`src/rtl/bpg_pkg.sv`:
```
`timescale 1ns/1ps
package bpg_pkg;
  // which diagonal the reference currently selects
  typedef enum logic {
    LEG_NEG = 1'b0,
    LEG_POS = 1'b1
  } leg_e;
endpackage

```
`src/rtl/bpg_prescaler.sv`:
```
`timescale 1ns/1ps
module bpg_prescaler #(
  parameter int PRESCALE = 480
) (
  input  logic clk_i,
  input  logic rst_ni,
  input  logic run_i,
  output logic tick_o
);
  localparam int PS_W = (PRESCALE > 1) ? $clog2(PRESCALE) : 1;
  localparam logic [PS_W-1:0] PS_LAST = PS_W'(PRESCALE - 1);

  logic [PS_W-1:0] pc_q, pc_d;
  logic            last;

  assign last   = (pc_q == PS_LAST);
  assign tick_o = run_i && last;

  always_comb begin
    pc_d = pc_q;
    if (!run_i || last) pc_d = '0;
    else                pc_d = pc_q + PS_W'(1);
  end

  always_ff @(posedge clk_i or negedge rst_ni) begin
    if (!rst_ni) pc_q <= '0;
    else         pc_q <= pc_d;
  end

  // the divider never runs past its last state
  assert_ps_range_R2: assert property (@(posedge clk_i) disable iff (!rst_ni)
    pc_q <= PS_LAST);
endmodule

```
`src/rtl/bpg_period_ctr.sv`:
```
`timescale 1ns/1ps
module bpg_period_ctr
  import bpg_pkg::*;
#(
  parameter int PERIOD  = 1000,
  parameter int COMPARE = PERIOD / 2
) (
  input  logic clk_i,
  input  logic rst_ni,
  input  logic run_i,
  input  logic tick_i,
  output logic wrap_o,
  output leg_e leg_o
);
  localparam int CW = (PERIOD > 1) ? $clog2(PERIOD) : 1;
  localparam logic [CW-1:0] C_LAST = CW'(PERIOD - 1);
  localparam logic [CW-1:0] C_CMP  = CW'(COMPARE);

  logic [CW-1:0] cnt_q, cnt_d;

  assign wrap_o = tick_i && (cnt_q == C_LAST);
  assign leg_o  = (cnt_q >= C_CMP) ? LEG_POS : LEG_NEG;

  always_comb begin
    cnt_d = cnt_q;
    if (!run_i)      cnt_d = '0;
    else if (wrap_o) cnt_d = '0;
    else if (tick_i) cnt_d = cnt_q + CW'(1);
  end

  always_ff @(posedge clk_i or negedge rst_ni) begin
    if (!rst_ni) cnt_q <= '0;
    else         cnt_q <= cnt_d;
  end

  // counter stays inside one period
  assert_cnt_range_R2: assert property (@(posedge clk_i) disable iff (!rst_ni)
    cnt_q <= C_LAST);
endmodule

```
`src/rtl/bpg_deadband.sv`:
```
`timescale 1ns/1ps
module bpg_deadband
  import bpg_pkg::*;
#(
  parameter int DT_W = 8
) (
  input  logic            clk_i,
  input  logic            rst_ni,
  input  logic            run_i,
  input  leg_e            leg_i,
  input  logic [DT_W-1:0] dt_i,
  output logic            pos_o,
  output logic            neg_o
);
  leg_e            ref_q, ref_d;
  logic [DT_W-1:0] gap_q, gap_d;
  logic            settled;

  assign settled = (gap_q == '0);
  assign pos_o   = run_i && (ref_q == LEG_POS) && settled;
  assign neg_o   = run_i && (ref_q == LEG_NEG) && settled;

  always_comb begin
    ref_d = ref_q;
    gap_d = gap_q;
    if (!run_i) begin
      ref_d = LEG_NEG;           // restart from primary-low side
      gap_d = dt_i;              // with a full gap
    end else if (leg_i != ref_q) begin
      ref_d = leg_i;
      gap_d = dt_i;
    end else if (!settled) begin
      gap_d = gap_q - DT_W'(1);
    end
  end

  always_ff @(posedge clk_i or negedge rst_ni) begin
    if (!rst_ni) begin
      ref_q <= LEG_NEG;
      gap_q <= '0;
    end else begin
      ref_q <= ref_d;
      gap_q <= gap_d;
    end
  end

  // a nonzero gap means the rising side is not on when the other drops
  assert_gap_on_neg_fall_R4: assert property (@(posedge clk_i) disable iff (!rst_ni)
    ($fell(neg_o) && run_i && dt_i != '0) |-> !pos_o);
  assert_gap_on_pos_fall_R4: assert property (@(posedge clk_i) disable iff (!rst_ni)
    ($fell(pos_o) && run_i && dt_i != '0) |-> !neg_o);
endmodule

```
`src/rtl/bridge_polarity_gen.sv`:
```
`timescale 1ns/1ps
module bridge_polarity_gen
  import bpg_pkg::*;
#(
  parameter int PRESCALE = 480,
  parameter int PERIOD   = 1000,
  parameter int DT_W     = 8
) (
  input  logic            clk_i,
  input  logic            rst_ni,
  input  logic            en_i,
  input  logic [DT_W-1:0] dt_i,
  output logic            pos_o,
  output logic            neg_o,
  output logic            overlap_o
);
  localparam int COMPARE = PERIOD / 2;

  logic [1:0]      rst_sync_q;
  logic            rst_n;
  logic            run_q;
  logic [DT_W-1:0] dt_q, dt_d;
  logic            flag_q, flag_d;
  logic            tick, wrap;
  leg_e            leg;

  // asynchronous assert, synchronous release
  always_ff @(posedge clk_i or negedge rst_ni) begin
    if (!rst_ni) rst_sync_q <= 2'b00;
    else         rst_sync_q <= {rst_sync_q[0], 1'b1};
  end
  assign rst_n = rst_sync_q[1];

  always_comb begin
    dt_d = dt_q;
    if (!run_q || wrap) dt_d = dt_i;   // sample only idle or at wrap
    flag_d = flag_q || (pos_o && neg_o);
  end

  always_ff @(posedge clk_i or negedge rst_n) begin
    if (!rst_n) begin
      run_q  <= 1'b0;
      dt_q   <= '0;
      flag_q <= 1'b0;
    end else begin
      run_q  <= en_i;
      dt_q   <= dt_d;
      flag_q <= flag_d;
    end
  end

  assign overlap_o = flag_q;

  bpg_prescaler #(.PRESCALE(PRESCALE)) u_presc (
    .clk_i (clk_i), .rst_ni(rst_n), .run_i(run_q), .tick_o(tick)
  );

  bpg_period_ctr #(.PERIOD(PERIOD), .COMPARE(COMPARE)) u_ctr (
    .clk_i (clk_i), .rst_ni(rst_n), .run_i(run_q), .tick_i(tick),
    .wrap_o(wrap), .leg_o(leg)
  );

  bpg_deadband #(.DT_W(DT_W)) u_dead (
    .clk_i (clk_i), .rst_ni(rst_n), .run_i(run_q), .leg_i(leg),
    .dt_i  (dt_q), .pos_o(pos_o), .neg_o(neg_o)
  );

  // diagonals never enabled together
  assert_no_overlap_R3: assert property (@(posedge clk_i) disable iff (!rst_n)
    !(pos_o && neg_o));
  // disable cuts both outputs on the next cycle
  assert_disable_low_R7: assert property (@(posedge clk_i) disable iff (!rst_n)
    !en_i |=> (!pos_o && !neg_o));
  // setting is frozen between wraps while running
  assert_dt_hold_R6: assert property (@(posedge clk_i) disable iff (!rst_n)
    (run_q && !wrap) |=> $stable(dt_q));
  // the sticky flag never sets
  assert_flag_clear_R8: assert property (@(posedge clk_i) disable iff (!rst_n)
    !overlap_o);
endmodule

```
`config.mk`:
```
export PLATFORM = sky130hd
export DESIGN_NAME = bridge_polarity_gen
export DESIGN_NICKNAME = d
export VERILOG_FILES = /design/src/rtl/bpg_pkg.sv /design/src/rtl/bpg_prescaler.sv /design/src/rtl/bpg_period_ctr.sv /design/src/rtl/bpg_deadband.sv /design/src/rtl/bridge_polarity_gen.sv
export SDC_FILE = /design/constraint.sdc
export NUM_CORES = 1
export LEC_CHECK = 0
export CAP_MARGIN = 25
export CORE_MARGIN = 2
export CORE_UTILIZATION = 25
export CTS_BUF_LIST = sky130_fd_sc_hd__clkbuf_16
export CTS_CLUSTER_SIZE = 10
export DETAILED_ROUTE_END_ITERATION = 8
export DONT_BUFFER_PORTS = 1
export PLACE_DENSITY = 0.43
export SLEW_MARGIN = 0
export SYNTH_ARGS = -nofsm -noshare
export SYNTH_HDL_FRONTEND = slang
export SYNTH_SLANG_ARGS = --single-unit
export TNS_END_PERCENT = 20
```
`constraint.sdc`:
```
create_clock -name clk_i -period 2.2 [get_ports clk_i]
set_input_delay 0.11 -clock clk_i [delete_from_list [all_inputs] [get_ports clk_i]]
set_output_delay 0.11 -clock clk_i [all_outputs]
set_load 0.02 [all_outputs]
```
# Word level (Yosys, flattened, before mapping)

Index checks and enable logic that the tools add are counted.

$add $sub $neg: 3
$lt $le $gt $ge: 1
Eq/ne operators: 6
Multiplexer cells: 10
Bitwise gates (word level): 1
Reductions and logical operators: 12

Operators with widths:

| cell                    | count |
|---|---|
| $mux W10                | 3 |
| $mux W8                 | 3 |
| $add A10 B1 Y10 const B | 1 |
| $eq A10 B10 Y1 const B  | 1 |
| $ge A10 B9 Y1 const B   | 1 |
| $add A9 B1 Y9 const B   | 1 |
| $eq A9 B9 Y1 const B    | 1 |
| $mux W9                 | 1 |
| $logic_not A8 Y1        | 1 |
| $sub A8 B1 Y8 const B   | 1 |
| $logic_and A1 B1 Y1     | 7 |
| $logic_or A1 B1 Y1      | 3 |
| $mux W1                 | 3 |
| $ne A3 B1 Y1 const B    | 1 |
| $ne A3 B3 Y1 const B    | 1 |
| $ne A2 B1 Y1 const B    | 1 |
| $logic_not A1 Y1        | 1 |
| $ne A1 B1 Y1            | 1 |
| $not A1 Y1              | 1 |

Bits in registers: 40
Output and inout bits: 3
Word-level logic and storage cells: 41

# Longest topological paths before layout

Gate-level depths: netlist of run 1.

Depth after elaboration: 5
Depth in mapped cells: 6
Gate-level depth less buffers: 6

# By module

A second synthesis of run 1 with hierarchy kept.

Cells, all modules: 192
Area total of the unflattened synthesis: 2068.2 µm²

By module, submodules not included:

| module              | instances | cells an instance | area each (µm²) | seq. area each (µm²) |
|---|---|---|---|---|
| bpg_period_ctr      | 1         | 62                | 589.3           | 250.2 |
| bpg_deadband        | 1         | 61                | 585.6           | 225.2 |
| bridge_polarity_gen | 1         | 24                | 456.7           | 300.3 |
| bpg_prescaler       | 1         | 45                | 436.7           | 225.2 |

# Least setup slack after synthesis of run 1

Ideal clock, no wire load.

Path type: reg2reg
From: reg u_ctr.cnt_q[0]
To: reg dt_q[0]
Library setup time: 125 ps
Arrival time: 1795 ps
Required time: 2075 ps
Setup slack: 280 ps
Cell stages (with the launch flop): 7
Buffers on the path: 1
Period minus slack after synthesis: 1920 ps
Cells stage by stage: dfrtp_1 -> ha_1 -> nand4b_1 -> or4_4 -> o21ai_4 -> buf_8 -> mux2_4

Cells in the longest elaborated chain, start to end: 3

Ends and longest elaborated chain:

| item                   | RTL line                  | text |
|---|---|---|
| from (decl)            | bpg_period_ctr.sv:19      | `logic [CW-1:0] cnt_q, cnt_d;` |
| from (signal assigned) | bpg_period_ctr.sv:33      | `else cnt_q <= cnt_d;` |
| $eq A10 B10 Y1         | bpg_period_ctr.sv:21      | `assign wrap_o = tick_i && (cnt_q == C_LAST);` |
| $logic_and A1 B1 Y1    | bpg_period_ctr.sv:21      |  |
| $logic_or A1 B1 Y1     | bridge_polarity_gen.sv:36 | `if (!run_q \|\| wrap) dt_d = dt_i;` |
| to (signal assigned)   | bridge_polarity_gen.sv:47 | `dt_q <= dt_d;` |
| to (decl)              | bridge_polarity_gen.sv:22 | `logic [DT_W-1:0] dt_q, dt_d;` |

No other way between the ends.
A chain may end at the register's enable or synchronous reset.

# Worst setup path in the final report of run 1

From: reg u_ctr.cnt_q[0]
To: reg dt_q[5]

The elaborated chain is that of the path after synthesis.

==> results of run 1 <==
==> sequential cells by signal, summed over array words and instances (netlist names) <==
name / cells
dt_q: 8
u_presc.pc_q: 9
u_dead.ref_q: 1
rst_sync_q: 2
overlap_o: 1
u_ctr.cnt_q: 10
run_q: 1
u_dead.gap_q: 8
==> cells by family after synthesis <==
logic type	share of synthesized area, %
muxes	11.9
other	0.187
xor gates and xnor gates	3.94
and+or+nand+nor	19.2
adders and majority gates	2.50
buffers and inverters	2.88
AOI/OAI and AO/OA	9.38
DFF	50.0
==> cells in the mapped netlist <==
master and count:
xnor2_1 7, nand4b_1 2, o211a_1 1, o21ai_0 8
a21boi_2 1, dfrtp_1 40, nor3_4 1, mux2i_1 2
nor2_1 11, buf_4 1, ha_1 4, conb_1 1
a21oi_1 8, o221a_2 1, o31ai_1 4, or2_2 1
or3b_1 1, nand3_1 9, buf_2 1, and4_2 1
nor2b_1 3, nand2_1 11, and4b_1 1, inv_1 6
nand2b_1 1, nand4_1 4, o31a_1 1, or4_1 5
o22ai_1 1, buf_8 1, or4_4 1, and3_1 1
clkbuf_1 2, nor3_1 2, o21ai_1 1, nor3b_1 2
o21ai_4 1, mux2i_4 1, or3_1 5, mux2_4 4
a21o_2 1, and2_1 3, xor2_1 2, mux2_2 12
or3_2 1
==> final cells by class <==
class,instances,area [um2]
repair buffers,15,138
inverters,6,22.5
flip-flops and latches,40,1000
clock inverters,3,42.5
clock buffers,5,125
fillers,792,5330
well taps,102,128
multi-input cells,127,945
==> cell usage in the layout, fill, tap and decap left out, types with 2 or more instances in the layout <==
| cell type | n |
|---|---|
| xor2_1 | 2 |
| nor3_1 | 2 |
| xnor2_1 | 7 |
| ha_1 | 4 |
| buf_4 | 5 |
| or3_1 | 5 |
| and2_1 | 3 |
| dlygate4sd3_1 | 10 |
| clkbuf_16 | 5 |
| mux2_2 | 12 |
| mux2i_1 | 2 |
| nor3b_1 | 2 |
| nand3_1 | 9 |
| mux2_4 | 4 |
| nand4b_1 | 2 |
| nand2_1 | 11 |
| nor2b_1 | 3 |
| o31ai_1 | 4 |
| nor2_1 | 10 |
| nand4_1 | 4 |
| dfrtp_1 | 39 |
| o21ai_0 | 8 |
| a21oi_1 | 8 |
| inv_1 | 6 |
| or4_1 | 5 |
==> metal layers <==
| metal | vias up | track usage (%) | share of wire, % |
|---|---|---|---|
| li1 | 675 | - | - |
| met1 | 668 | 13.4 | 50 |
| met2 | 16 | 14.5 | 44 |
| met3 | 8 | 2.90 | 3.6 |
| met4 | 0 | 4.78 | 2.2 |
| met5 | - | 0 | 0 |
==> final timing paths <==
check / endpoint / depth (start not counted) / startpoint / slack (ps)
max in group asynchronous: u_dead.gap_q[5] / 0 / rst_sync_q[1] / 1310
min: rst_sync_q[0] / 1 / rst_ni / 60
max reg2reg: dt_q[5] / 5 / u_ctr.cnt_q[0] / 120
min reg2reg: rst_sync_q[1] / 0 / rst_sync_q[0] / 350
max: dt_q[5] / 5 / u_ctr.cnt_q[0] / 120
min in group clk_i: rst_sync_q[1] / 0 / rst_sync_q[0] / 350
==> repair_timing <==
item                       4_1_cts  5_1_grt
resized for setup                1        0
hold endpoints to repair        11        0
setup endpoints to repair        2        2
setup buffers                    0        2
pin swaps                        1        1
hold buffers                    10        0
==> power groups by stage <==
stage	registers, mW	clock network (mW)	logic (mW)
after detailed placement	0.882	0	0.186
after global placement	0.882	0	0.183
after global routing	0.884	0.883	0.228
final	0.867	0.822	0.199
after floorplan	0.860	0	0.161
after CTS	0.868	0.851	0.201
==> flow_summary.ini, run 1 <==
[worst_setup_path]
crit_chain = ha_1 -> nand4b_1 -> or4_4 -> o21ai_4 -> mux2_2
required_ps = 2370
critical_path.max_fanout = 9
crit_family = simple AND/OR/NAND/NOR gates
worstSetupPathType = flip-flop to flip-flop
cp.arrival_ps = 2240
crit_path_start_kind = flip-flop
max_stage_delay_ps = 520
critPathSlowestCell = or4_4
cp_num_buf_inv = 0
worstSetupEndpointType = flip-flop

[drt]
vias = 1367
drt_iter0_drc = 47
routed_wl_mm = 3.82
drc = 0
dr.pass1.iters = 4
ant_nets = 0
viasPerCell = 4.59
wl_per_cell_um = 12.8

[global_routing]
grtUsageTotal_pct = 9.92
grt_max_degree = 39
grt_first_pass_wirelength_mm = 6.65
antenna_found_initial = 0
grt_overflow = 0
grt_pass1_vias = 1364

[clocking]
ctsLongestPathBuffers = 2
clock_latency_ps = 280
cts-root-buf = clkbuf_16
ctsHtreeMaxLevel = 2
cts_tree = built
cts_buffers = 5
clk_pin_slew_ps = 60
cts_sinks = 40

[yosys]
synth.largest_area_cell = dfrtp_1
synth_top_cell_area_share_pct = 50.0
synth_cell_types = 45
yosysWarnings = 0
yosysSeqAreaShare_pct = 50.0
synth_fp_nets = 193
netlist_area_mm2 = 0.00200
ys_seq_elements = 40
ys_top_cells_by_area = dfrtp_1, mux2_2, xnor2_1
netlist_instances = 178
synth.avg_cell_area_um2 = 11.2

[timing]
clock.fmax_mhz = 482
period_minus_slack_ps = 2080
slew_headroom_pct = 45.1
fin_setup_tns_ps = 0
setup_viol = 0
fin_skew_ps = 5.20
hold_viol = 0
timing.final.crit_share_pct = 94.4
worst_pin_slew_ps = 824
layout_setup_ws_ps = 124
rsz0062_at_grt = false
whs_ps = 57.0
slew_violations = 0

[power_and_ir_drop]
p_switching_mw = 0.443
peakVddDrop_uv = 226
p_int_mw = 1.45
p_per_area_mw_per_mm2 = 786
power_frac_comb_pct = 10.5
power_frac_seq_pct = 45.9
switching_share_pct = 23.5
power_leakage_nw = 0.963
clock_power_share_pct = 43.5
power_mw = 1.89

[placed_design]
portBuffers = 0
hpwl_mm = 2.66
dp_slack_ps = 104
dp.cells = 278
placed_area_mm2 = 0.00212
globalplace.congestion = 0.723

[min_path]
min_path_type = primary input to asynchronous set/reset pin

[final_layout]
fin_nets = 210
drive_gt1_share_pct = 20.4
finish.utilization_pct = 31.1
final_area_mm2 = 0.00240
instances_no_fill = 298
syn_to_final_growth_pct = 20.1
num_antenna_cells = 0

[floorplanning]
dieHeight_um = 93.5
coreArea_mm2 = 0.00773
dieArea_mm2 = 0.00873
initial_core_util_pct = 25.9
num_io_pins = 14
rows = 32
die_w_um = 93.5

[run_status]
status = complete, no violations

[run]
maxCapViolCount = 0
(Power assumes the default switching activity.)
==> inputs of run 2 (changes only) <==
==> constraint.sdc (replaced) <==
create_clock -name clk_i -period 2.2 [get_ports clk_i]
set_input_delay 0.44 -clock clk_i [delete_from_list [all_inputs] [get_ports clk_i]]
set_output_delay 0.44 -clock clk_i [all_outputs]
set_load 0.02 [all_outputs]
==> run 2 against run 1 <==
  * Power rose by 1.0%
  * Critical path depth rose by 2
  * First-iteration DRC count rose by 26%
  * Register-to-register slack got worse by 20 ps
  * Highest routed layer unchanged
  * Fmax fell by 4.6%
  * Sequential share of layout area rose by 1.1 points
  * Global-route usage rose by 0.19 points
  * Clock skew rose by 1.3 ps
  * Largest cell class unchanged
  * Die area did not move
  * Core utilization fell by 0.79 points
==> flow_summary.ini, run 2 (synthesized netlist as in run 1, its figures left out) <==
[timing]
clock.fmax_mhz = 459
timing.final.crit_share_pct = 98.9
setup_viol = 0
slew_violations = 0
hold_viol = 0
slew_headroom_pct = 42.3
layout_setup_ws_ps = 23.2
period_minus_slack_ps = 2180
fin_skew_ps = 6.54
rsz0062_at_grt = true
worst_pin_slew_ps = 865

[final_layout]
final_common_cell = dfrtp_1
top_register = u_ctr.cnt_q
syn_to_final_growth_pct = 17.0
num_antenna_cells = 0
drive_gt1_share_pct = 24.9
largest_register_ffs = 10
fillers = 814
top_regs = u_ctr.cnt_q (10), u_presc.pc_q (9)
instances_no_fill = 291
fin_nets = 203
final_cell_mix = dfrtp_1, mux2_2, nand2_1, nor2_1, nand3_1

[clocking]
cts_tree = built
ctsLongestPathBuffers = 2
ctsHtreeMaxLevel = 2
clock_latency_ps = 280
clk_pin_slew_ps = 60
cts-root-buf = clkbuf_16
cts_sinks = 40
cts_buffers = 5

[worst_setup_path]
max_stage_delay_ps = 390
crit_family = simple AND/OR/NAND/NOR gates
critical_path.max_fanout = 3
crit_path_start_kind = flip-flop
crit_chain = inv_2 -> ha_4 -> or3b_4 -> nor3_4 -> nand2_1 -> nor2_1 -> buf_4
cp_num_buf_inv = 2
worstSetupEndpointType = output port
cp-startpoint = u_dead.gap_q[1]
r2r-start = u_ctr.cnt_q[0]
cp.arrival_ps = 1740
critPathSlowestCell = dfrtp_1
required_ps = 1760
worstSetupPathType = flip-flop to output port

[power_and_ir_drop]
peakVddDrop_uv = 308
power_leakage_nw = 0.933
p_per_area_mw_per_mm2 = 815

[min_path]
hold_start = en_i
min_path_type = primary input to flip-flop

[placed_design]
globalplace.congestion = 0.736
dp.cells = 280
dp_slack_ps = 105
hpwl_mm = 2.71
portBuffers = 0

[drt]
vias = 1336
viasPerCell = 4.59
drt_iter0_drc = 59
routed_wl_mm = 3.99
wl_per_cell_um = 13.7
dr.pass1.iters = 4
drc = 0
ant_nets = 0

[floorplanning]
dieArea_mm2 = 0.00873
dieHeight_um = 93.5
die_w_um = 93.5
rows = 32
coreArea_mm2 = 0.00773
initial_core_util_pct = 25.9
num_io_pins = 14

[global_routing]
grtUsageTotal_pct = 10.1
grt_overflow = 0
grt_max_degree = 39
grt_pass1_vias = 1350
antenna_found_initial = 0
grt_first_pass_wirelength_mm = 6.84

[run_status]
status = complete, no violations

[run]
maxCapViolCount = 0
## run 2: worst paths after layout
path | slack, ps | cells past startpoint | endpoint
worst min register to register | 350 | 0 | rst_sync_q[1]
worst min-delay path | 190 | 0 | run_q
worst max-delay path | 20 | 7 | neg_o
worst max register to register | 100 | 5 | dt_q[3]
min in group asynchronous | 380 | 1 | rst_sync_q[0]
max in group asynchronous | 1270 | 0 | u_ctr.cnt_q[2]
## run 2: metal layers
metal	global-route usage, %	vias to the layer above	wire length (um)
met5	0	-	0
met4	3.31	0	49
met3	2.90	4	132
met2	15.4	13	1810
met1	13.8	660	2000
li1	-	659	-
## run 2: report_power, final
part	internal (mW)	switching, mW
sequential	0.795	0.0729
clock	0.533	0.291
combinational	0.125	0.0919
total	1.45	0.456
## run 2: per-stage QoR
| stage | power (mW) | hold WS, ps | area, um2 | TNS, ps | util (%) |
|---|---|---|---|---|---|
| finish | 1.91 | 185 | 2340 | 0 | 30.3 |
| global route | 2.01 | 172 | 2340 | -171 | 30.3 |
| CTS | 1.93 | 177 | 2330 | 0 | 30.1 |
| detailed placement | 1.07 | 144 | 2130 | 0 | 27.6 |
| global placement | 1.07 | 144 | 2130 | 0 | 27.6 |
| floorplan | 1.02 | 144 | 2000 | 0 | - |
## run 2: layout make-up
cell class              instances  area [um2]  area share [%]
multi-input cells             127         958            40.9
clock inverters                 3        42.5            1.82
inverters                       6        22.5           0.962
well taps                     102         128            5.45
repair buffers                  8        62.6            2.67
flip-flops and latches         40        1000            42.8
clock buffers                   5         125            5.34
## run 2: timing repair
action / 4_1_cts / 5_1_grt
pin swaps: 2 / 0
cloned: 0 / 0
setup buffers: 2 / 0
hold buffers: 1 / 0
endpoints found under the setup margin: 2 / 2
resized for setup: 3 / 3
hold endpoints to repair: 2 / 0
==> inputs of run 3 (changes only) <==
- CORE_ASPECT_RATIO: default -> 0.8
==> run 3 against run 2 <==
  * The flow now finishes with violations (negative setup slack)
  * Via count grew 1.2%
  * Worst setup slack got worse by 86 ps
  * First-iteration DRC count down 12%
  * Worst hold slack better by 5.9 ps
  * Register-to-register slack better by 40 ps
  * Core utilization is 0.63 points higher
==> flow_summary.ini, run 3 (synthesized netlist as in run 1, its figures left out) <==
[clocking]
clock_latency_ps = 280
cts_buffers = 5
ctsLongestPathBuffers = 2
ctsHtreeMaxLevel = 2
cts_sinks = 40
cts_tree = built
clk_pin_slew_ps = 60
cts-root-buf = clkbuf_16

[timing]
fin_setup_tns_ps = -113
worst_pin_slew_ps = 501
period_minus_slack_ps = 2260
fin_skew_ps = 4.04
rsz0062_at_grt = true
layout_setup_ws_ps = -62.9
slew_headroom_pct = 66.6
clock.fmax_mhz = 442
slew_violations = 0
setup_viol = 2
timing.final.crit_share_pct = 103
hold_viol = 0

[floorplanning]
num_io_pins = 14
dieHeight_um = 84.0
coreArea_mm2 = 0.00784
rows = 29
die_w_um = 104
dieArea_mm2 = 0.00874
initial_core_util_pct = 25.5

[placed_design]
portBuffers = 0
hpwl_mm = 2.74
dp.cells = 290
globalplace.congestion = 0.757

[global_routing]
grt_max_degree = 39
grtUsageTotal_pct = 9.67
antenna_found_initial = 1
grt_pass1_vias = 1279
grt_overflow = 0
grt_first_pass_wirelength_mm = 6.68

[drt]
ant_nets = 0
drc = 0
viasPerCell = 4.39
dr.pass1.iters = 5
routed_wl_mm = 4.07
vias = 1352
wl_per_cell_um = 13.2
drt_iter0_drc = 52

[final_layout]
top_register = u_ctr.cnt_q
drive_gt1_share_pct = 27.6
top_regs = u_ctr.cnt_q (10), u_presc.pc_q (9)
final_cell_mix = dfrtp_1, buf_4, mux2_2
instances_no_fill = 308
fin_nets = 213
syn_to_final_growth_pct = 21.1
finish.utilization_pct = 30.9
largest_register_ffs = 10
final_common_cell = dfrtp_1

[power_and_ir_drop]
switching_share_pct = 25.1
clock_power_share_pct = 38.4
p_int_mw = 1.35
peakVddDrop_uv = 314
power_leakage_nw = 0.980
p_switching_mw = 0.450
power_frac_seq_pct = 47.7
p_per_area_mw_per_mm2 = 741
power_frac_comb_pct = 13.9

[worst_setup_path]
r2r-start = u_dead.gap_q[1]
cp.arrival_ps = 1820
cp-startpoint = u_dead.gap_q[1]
critical_path.max_fanout = 3
worstSetupPathType = flip-flop to output port
required_ps = 1760
crit_path_start_kind = flip-flop
worstSetupEndpointType = output port

[run_status]
status = complete, but fails checks
failed_checks = negative setup slack

[run]
maxCapViolCount = 0

[min_path]
hold_start = en_i
min_path_type = primary input to flip-flop
==> run 3: path summary, 6_finish.rpt <==
check                             endpoint  slack (ps)  depth (start not counted)
min in group asynchronous   u_ctr.cnt_q[5]         310                          1
max reg2reg                u_dead.gap_q[1]         140                         10
min                                  run_q         190                          0
min reg2reg                 u_ctr.cnt_q[5]         310                          1
max                                  pos_o         -60                          6
max in group asynchronous  u_presc.pc_q[5]        1550                          1
==> run 3: final cells by class <==
type	count	area (um2)
fillers	816	5410
flip-flops and latches	40	1000
multi-input cells	127	965
repair buffers	18	158
well taps	108	135
clock buffers	5	125
inverters	6	22.5
clock inverters	3	15.0
diodes	1	2.50
==> run 3: power groups by stage <==
stage	Sequential, mW	Combinational (mW)	Clock (mW)
after CTS	0.855	0.237	0.725
after floorplan	0.860	0.161	0
after detailed placement	0.867	0.214	0
after global placement	0.867	0.216	0
final	0.857	0.249	0.689
after global routing	0.865	0.277	0.763
==> run 3: critical path, stage by stage, from the launching register on <==
cell,delay (ps)
dfrtp_1,390
inv_2,80
ha_4,120
or3b_4,390
nor3_4,200
buf_6,130
and3_4,220
==> run 3: routing by layer <==
layer | vias to the layer above | part of all wire [%] | global-route usage (%)
li1 | 678 | - | -
met1 | 655 | 54 | 14.5
met2 | 17 | 40 | 12.5
met3 | 2 | 4.9 | 3.98
met4 | 0 | 0.52 | 2.58
met5 | - | 0 | 0
==> run 3: timing repair <==
| item | in CTS | in global routing |
|---|---|---|
| hold buffers | 1 | 0 |
| pin swaps | 3 | 3 |
| gates resized for setup | 5 | 5 |
| buffers inserted | 3 | 5 |
| setup endpoints to repair | 2 | 2 |
| hold endpoints to repair | 2 | 0 |
==> run 3: stage by stage <==
| step | instance area, um2 | total power [mW] | worst slack, ps | hold WS [ps] |
|---|---|---|---|---|
| after global routing | 2420 | 1.90 | -138 | 176 |
| final | 2420 | 1.80 | -62.9 | 191 |
| after CTS | 2370 | 1.82 | -54.6 | 183 |
| after floorplan | 2000 | 1.02 | 59.2 | 144 |
| after detailed placement | 2180 | 1.08 | 148 | 144 |
| after global placement | 2180 | 1.08 | 156 | 144 |
